[src/rtl/rns_mac_pkg.sv]
// Shared types and modular helpers for the residue MAC lane.
// Assumes every operand passed to the helpers is already below the modulus.
package rns_mac_pkg;
    localparam int RES_W = 5;

    typedef logic [RES_W-1:0] res_t;
    typedef logic [RES_W:0]   mod_t;

    // Redundant accumulator pair: value = (s + c) mod m
    typedef struct packed {
        res_t s;
        res_t c;
    } rpair_t;

    // Modular addition of two residues already below m
    function automatic res_t mod_add(input res_t x, input res_t y, input mod_t m);
        logic [RES_W:0] t;
        t = {1'b0, x} + {1'b0, y};
        if (t >= m) t = t - m;
        return t[RES_W-1:0];
    endfunction

    // Modular doubling of a residue below m
    function automatic res_t mod_dbl(input res_t x, input mod_t m);
        return mod_add(x, x, m);
    endfunction
endpackage

[src/rtl/rns_mulmod_pair.sv]
// Modular multiplier that leaves its product as a redundant pair.
// Partial products a*2^j mod m are formed by repeated modular doubling.
// Even-weight terms are folded into the sum half and odd-weight terms into
// the carry half, so each half is a short chain of modular adds.
// Assumes a < MOD and b < MOD.
module rns_mulmod_pair
    import rns_mac_pkg::*;
#(
    parameter int MOD = 23
) (
    input  res_t   a,
    input  res_t   b,
    output rpair_t prod
);
    localparam mod_t M = MOD[RES_W:0];

    res_t pow_r [RES_W];
    res_t pp    [RES_W];

    for (genvar j = 0; j < RES_W; j++) begin : g_pp
        if (j == 0) begin : g_base
            assign pow_r[j] = a;
        end else begin : g_dbl
            assign pow_r[j] = mod_dbl(pow_r[j-1], M);
        end
        assign pp[j] = b[j] ? pow_r[j] : '0;
    end

    // Fold even-weight and odd-weight partial products into the two halves
    always_comb begin
        prod = '0;
        for (int j = 0; j < RES_W; j++) begin
            if ((j % 2) == 0) prod.s = mod_add(prod.s, pp[j], M);
            else              prod.c = mod_add(prod.c, pp[j], M);
        end
    end
endmodule

[src/rtl/rns_pair_merge.sv]
// Combines a product pair with the stored accumulator pair into a new
// redundant pair congruent to their total mod MOD. The two halves are
// independent modular adds, so nothing resolves across them here.
// Assumes all inputs are below MOD.
module rns_pair_merge
    import rns_mac_pkg::*;
#(
    parameter int MOD = 23
) (
    input  rpair_t prod,
    input  rpair_t acc,
    output rpair_t nxt
);
    localparam mod_t M = MOD[RES_W:0];

    // Half-by-half modular sum
    always_comb begin
        nxt.s = mod_add(prod.s, acc.s, M);
        nxt.c = mod_add(prod.c, acc.c, M);
    end
endmodule

[src/rtl/rns_resolve.sv]
// Collapses the redundant pair to one residue when a read is requested and
// registers it. The result holds until the next request.
// Assumes both pair halves are below MOD. Synchronous active-low reset.
module rns_resolve
    import rns_mac_pkg::*;
#(
    parameter int MOD = 23
) (
    input  logic   clk,
    input  logic   rst_n,
    input  logic   rd_req,
    input  rpair_t acc,
    output logic   rd_valid,
    output res_t   rd_res
);
    localparam mod_t M = MOD[RES_W:0];

    res_t folded;

    // Final carry resolution of the pair
    always_comb folded = mod_add(acc.s, acc.c, M);

    // Register the readout on request
    always_ff @(posedge clk) begin
        if (!rst_n) begin
            rd_valid <= 1'b0;
            rd_res   <= '0;
        end else begin
            rd_valid <= rd_req;
            if (rd_req) rd_res <= folded;
        end
    end
endmodule

[src/rtl/rns_mac_channel.sv]
// One modulus lane of a residue-number-system MAC. Each enabled cycle adds
// (data_res * coef_res) mod MOD into a redundant accumulator pair, and a read
// request yields the resolved residue one cycle later.
// Assumes MOD is one of 32, 31, 29, 27, 25, 23, 19, 17 and operands are
// below MOD. Negative values are supplied in complement form (MOD - x).
// clr wins over acc_en. Synchronous active-low reset.
module rns_mac_channel
    import rns_mac_pkg::*;
#(
    parameter int MOD = 23
) (
    input  logic       clk,
    input  logic       rst_n,
    input  logic       clr,
    input  logic       acc_en,
    input  logic [4:0] data_res,
    input  logic [4:0] coef_res,
    input  logic       rd_req,
    output logic       rd_valid,
    output logic [4:0] rd_res
);
    localparam mod_t M = MOD[RES_W:0];

    rpair_t prod;
    rpair_t acc_q;
    rpair_t acc_d;

    rns_mulmod_pair #(.MOD(MOD)) mul_i (
        .a    (data_res),
        .b    (coef_res),
        .prod (prod)
    );

    rns_pair_merge #(.MOD(MOD)) merge_i (
        .prod (prod),
        .acc  (acc_q),
        .nxt  (acc_d)
    );

    rns_resolve #(.MOD(MOD)) res_i (
        .clk      (clk),
        .rst_n    (rst_n),
        .rd_req   (rd_req),
        .acc      (acc_q),
        .rd_valid (rd_valid),
        .rd_res   (rd_res)
    );

    // Accumulator pair register: clear first, then gated update
    always_ff @(posedge clk) begin
        if (!rst_n)      acc_q <= '0;
        else if (clr)    acc_q <= '0;
        else if (acc_en) acc_q <= acc_d;
    end


    pair_in_range_chk: assert property (@(posedge clk) disable iff (!rst_n)
        (acc_q.s < M) && (acc_q.c < M));


    rd_in_range_chk: assert property (@(posedge clk) disable iff (!rst_n)
        rd_res < M);


    clr_zeroes_chk: assert property (@(posedge clk) disable iff (!rst_n)
        clr |=> (acc_q == '0));


    hold_when_idle_chk: assert property (@(posedge clk) disable iff (!rst_n)
        (!clr && !acc_en) |=> $stable(acc_q));


    rd_valid_follows_chk: assert property (@(posedge clk) disable iff (!rst_n)
        rd_req |=> rd_valid);


    rd_hold_chk: assert property (@(posedge clk) disable iff (!rst_n)
        !rd_req |=> (!rd_valid && $stable(rd_res)));
endmodule

[config.mk]
export PLATFORM = sky130hd
export DESIGN_NAME = rns_mac_channel
export DESIGN_NICKNAME = d
export VERILOG_FILES = /design/src/rtl/rns_mac_pkg.sv /design/src/rtl/rns_mulmod_pair.sv /design/src/rtl/rns_pair_merge.sv /design/src/rtl/rns_resolve.sv /design/src/rtl/rns_mac_channel.sv
export SDC_FILE = /design/constraint.sdc
export NUM_CORES = 1
export LEC_CHECK = 0
export ABC_AREA = 1
export BUFFER_PORTS_ARGS = -buffer_cell sky130_fd_sc_hd__buf_4
export CELL_PAD_IN_SITES_DETAIL_PLACEMENT = 0
export CELL_PAD_IN_SITES_GLOBAL_PLACEMENT = 1
export CORE_MARGIN = 4
export CORE_UTILIZATION = 40
export CTS_BUF_LIST = sky130_fd_sc_hd__clkbuf_2
export DETAILED_ROUTE_END_ITERATION = 12
export PLACE_DENSITY = 0.82
export SKIP_CTS_REPAIR_TIMING = 1
export SLEW_MARGIN = 20
export SYNTH_ARGS = -nofsm -noshare
export SYNTH_HDL_FRONTEND = slang
export SYNTH_HIERARCHICAL = 1
export SYNTH_SLANG_ARGS = --single-unit
[constraint.sdc]
create_clock -name clk -period 6.4 [get_ports clk]
set_input_delay 0.32 -clock clk [delete_from_list [all_inputs] [get_ports clk]]
set_output_delay 0.32 -clock clk [all_outputs]
set_load 0.01 [all_outputs]
==> reports/qor.txt <==
status: finished clean
layout cells sized above 1: 12.48%
final instance area: 0.003284 mm2
clk_lat worst skew: 270 ps
cts bufs inserted: 3
internal power: 0.5906 mW
final worst-path cycle share: 92.23%
Ports: 21
DRT iter0 DRCs: 90
final setup fails: 0
largest net degree at the start of global routing: 12
Comb pwr share: 85.8%
leakage dissipation: 1.837 nW
WHS: 253.2 ps
Syn-to-layout area delta: 10.90%
sequential fraction of the synthesis area: 10.82%
CP max stage delay: 480 ps
Ys Warns: 6
ant diodes: 0
vias in the first global route: 2650
Syn Inst Count: 481
Post-DP HPWL: 5203 um
CTS sink count: 16
worst-case vdd ir drop: 203.0 uV
Syn Area/Cell: 6.157 um2
final max-slew violation count: 0
Synth Register Bits: 16
Worst Hold Launch: rst_n
first-pass GRT wire length: 10960 um
Least-Margin Pin Slew: 465.3 ps
most used cell, CP: nand2_1
Peak Freq: 169.4 MHz
cells on worst reg2reg path: 12
largest fanout on the critical path: 8
DP Area: 0.003206 mm2
synth unique cells: 34
critical path endpoint category: flip-flop
TritonCTS clock tree: yes
vias: 2864
RSZ-0062 raised after global routing: false
FF-to-FF Start: acc_q[0]
Worst Hold Class: in -> reg
FF/Latch Area: 320.3 um2
Post-Place Cells: 597
critical path's slowest cell: fa_1
critical path startpoint: data_res[0]
final worst setup slack: 497.3 ps
post-route ant nets: 0
detailed-route vias per instance: 4.742
Clock transition at path regs: 140 ps
number of buffers added on ports: 20
GRT Total Usage: 14.25%
Worst slew margin: 68.74%
NumNets Final: 566
max-cap viol count: 0
NetSw: 0.7625 mW
drt drc: 0
Clock power frac: 3.2%
core box area: 0.007214 mm2
Final Hold Fails: 0
initial core utilization: 41.05%
Rows: 31
H-tree depth: 1
Fin Clk Skew: 1.554 ps
Power Density: 412.0 mW/mm2
area occupied by multi-input gates: 0.002364 mm2
total design power: 1.353 mW
DR WL/cell: 9.980 um
final wirelength: 6028 um
Reg power frac: 10.9%
Filler cells: 791
Die Wd: 94.05 um
total grt overflow: 0
CP startpoint kind: input pin
die area: 0.008844 mm2
Worst EP required: 6570 ps
pre-CTS setup slack: 84.77 ps
DRT Pass-1 Iters: 6
GPL Wtd Cong: 0.8085
antenna violations before repair: 0
Net Sw Frac: 56.35%
Finished Layout Cells: 604
Root Driver: clkbuf_2
CTS max path bufs: 2
setup_tns: 0 ps
Hold Path Cell Cnt: 3
WS Path Type: in -> reg
post-synthesis cell area: 0.002962 mm2
fin util: 45.53%
Die H: 94.05 um
syn nets: 541
Final Critical Period: 5903 ps
CP Data Arrival Time: 6070 ps
## final cells by class
class / instances / area share (%)
clock buffer: 3 / 0.4571
clock inverter: 1 / 0.1143
sequential: 16 / 9.752
multi-input combinational: 386 / 71.96
tap: 99 / 3.771
timing repair buffer: 23 / 5.257
inverter: 76 / 8.686
## kinds of logic after synthesis
logic type      synth area share, %
compound gates                12.29
xor+xnor                      7.351
fa+ha+maj                     20.53
buf+inv                       10.65
flops                         10.82
simple gates                  38.36
## synthesized netlist by cell type
master    number  area (um2)
a21o_1         2       15.01
a21oi_1       34       170.2
a21oi_2        3       26.28
a31oi_1        1       6.260
and2_1         1       6.260
buf_2          1       5.000
buf_6          1       11.26
clkbuf_8       1       13.76
clkinv_1       1       3.750
dfxtp_1       16       320.3
fa_1           6       120.1
ha_1          39       488.0
inv_1         71       266.5
inv_2          4       15.01
nand2_1      152       570.6
nand2_2        7       43.79
nand2_4        6       67.56
nand3_1       44       220.2
nand3_2        3       30.03
nand3_4        1       17.52
nand3b_1       2       15.01
nor2_1        24       90.09
nor2_2         3       18.77
nor3_1         3       15.01
nor3_2         1       10.01
o211ai_1       2       15.01
o21a_1         2       15.01
o21ai_0        6       30.03
o21ai_1       14       70.07
o311ai_2       1       16.27
or2_1          5       31.28
xnor2_1        7       61.31
xnor2_2        1       16.27
xor2_1        16       140.1
## final timing paths
path / slack (ps) / endpoint
min reg2reg: 480 / res_i/rd_res[1]
min: 250 / res_i/rd_valid
max: 500 / acc_q[5]
max reg2reg: 4140 / acc_q[3]
## layout by cell type (no fill, tap or decap), drive strengths merged
| master | instances |
|---|---|
| dfxtp | 16 |
| and2 | 1 |
| nor2 | 27 |
| nand3 | 48 |
| ha | 39 |
| fa | 6 |
| clkinv | 2 |
| or2 | 5 |
| o21a | 2 |
| nand2 | 165 |
| clkbuf | 3 |
| buf | 23 |
| xnor2 | 8 |
| o311ai | 1 |
| a31oi | 1 |
| xor2 | 16 |
| nor3 | 4 |
| inv | 75 |
| o21ai | 20 |
| a21oi | 37 |
| o211ai | 2 |
| nand3b | 2 |
| a21o | 2 |
## state kept, by name (all words and copies together) (netlist names)
signal          cells
res_i/rd_res        5
acc_q              10
res_i/rd_valid      1
## critical path: cells and delay by family
family,cells,cell delay [ps]
XOR/XNOR,2,310
adder cells (fa/ha/maj),9,2600
AO/OA/AOI/OAI,3,550
buffers and inverters,8,530
AND/OR/NAND/NOR,20,1750
## power by group through the flow
stage                     Sequential (mW)  Clock [mW]  Combinational, mW
final                               0.148      0.0434               1.16
after global routing                0.152      0.0516               1.34
after CTS                           0.148      0.0462               1.14
after detailed placement            0.151           0               1.13
after global placement              0.151           0               1.12
after floorplan                     0.144           0              0.922
## metal layers
metal  GRT usage [%]  routed length [um]
met5               0                   0
met4           1.805                  14
met3          0.6410                  86
met2           24.48                2822
met1           20.20                3105
No activity file was read; power rests on OpenSTA's default activity.
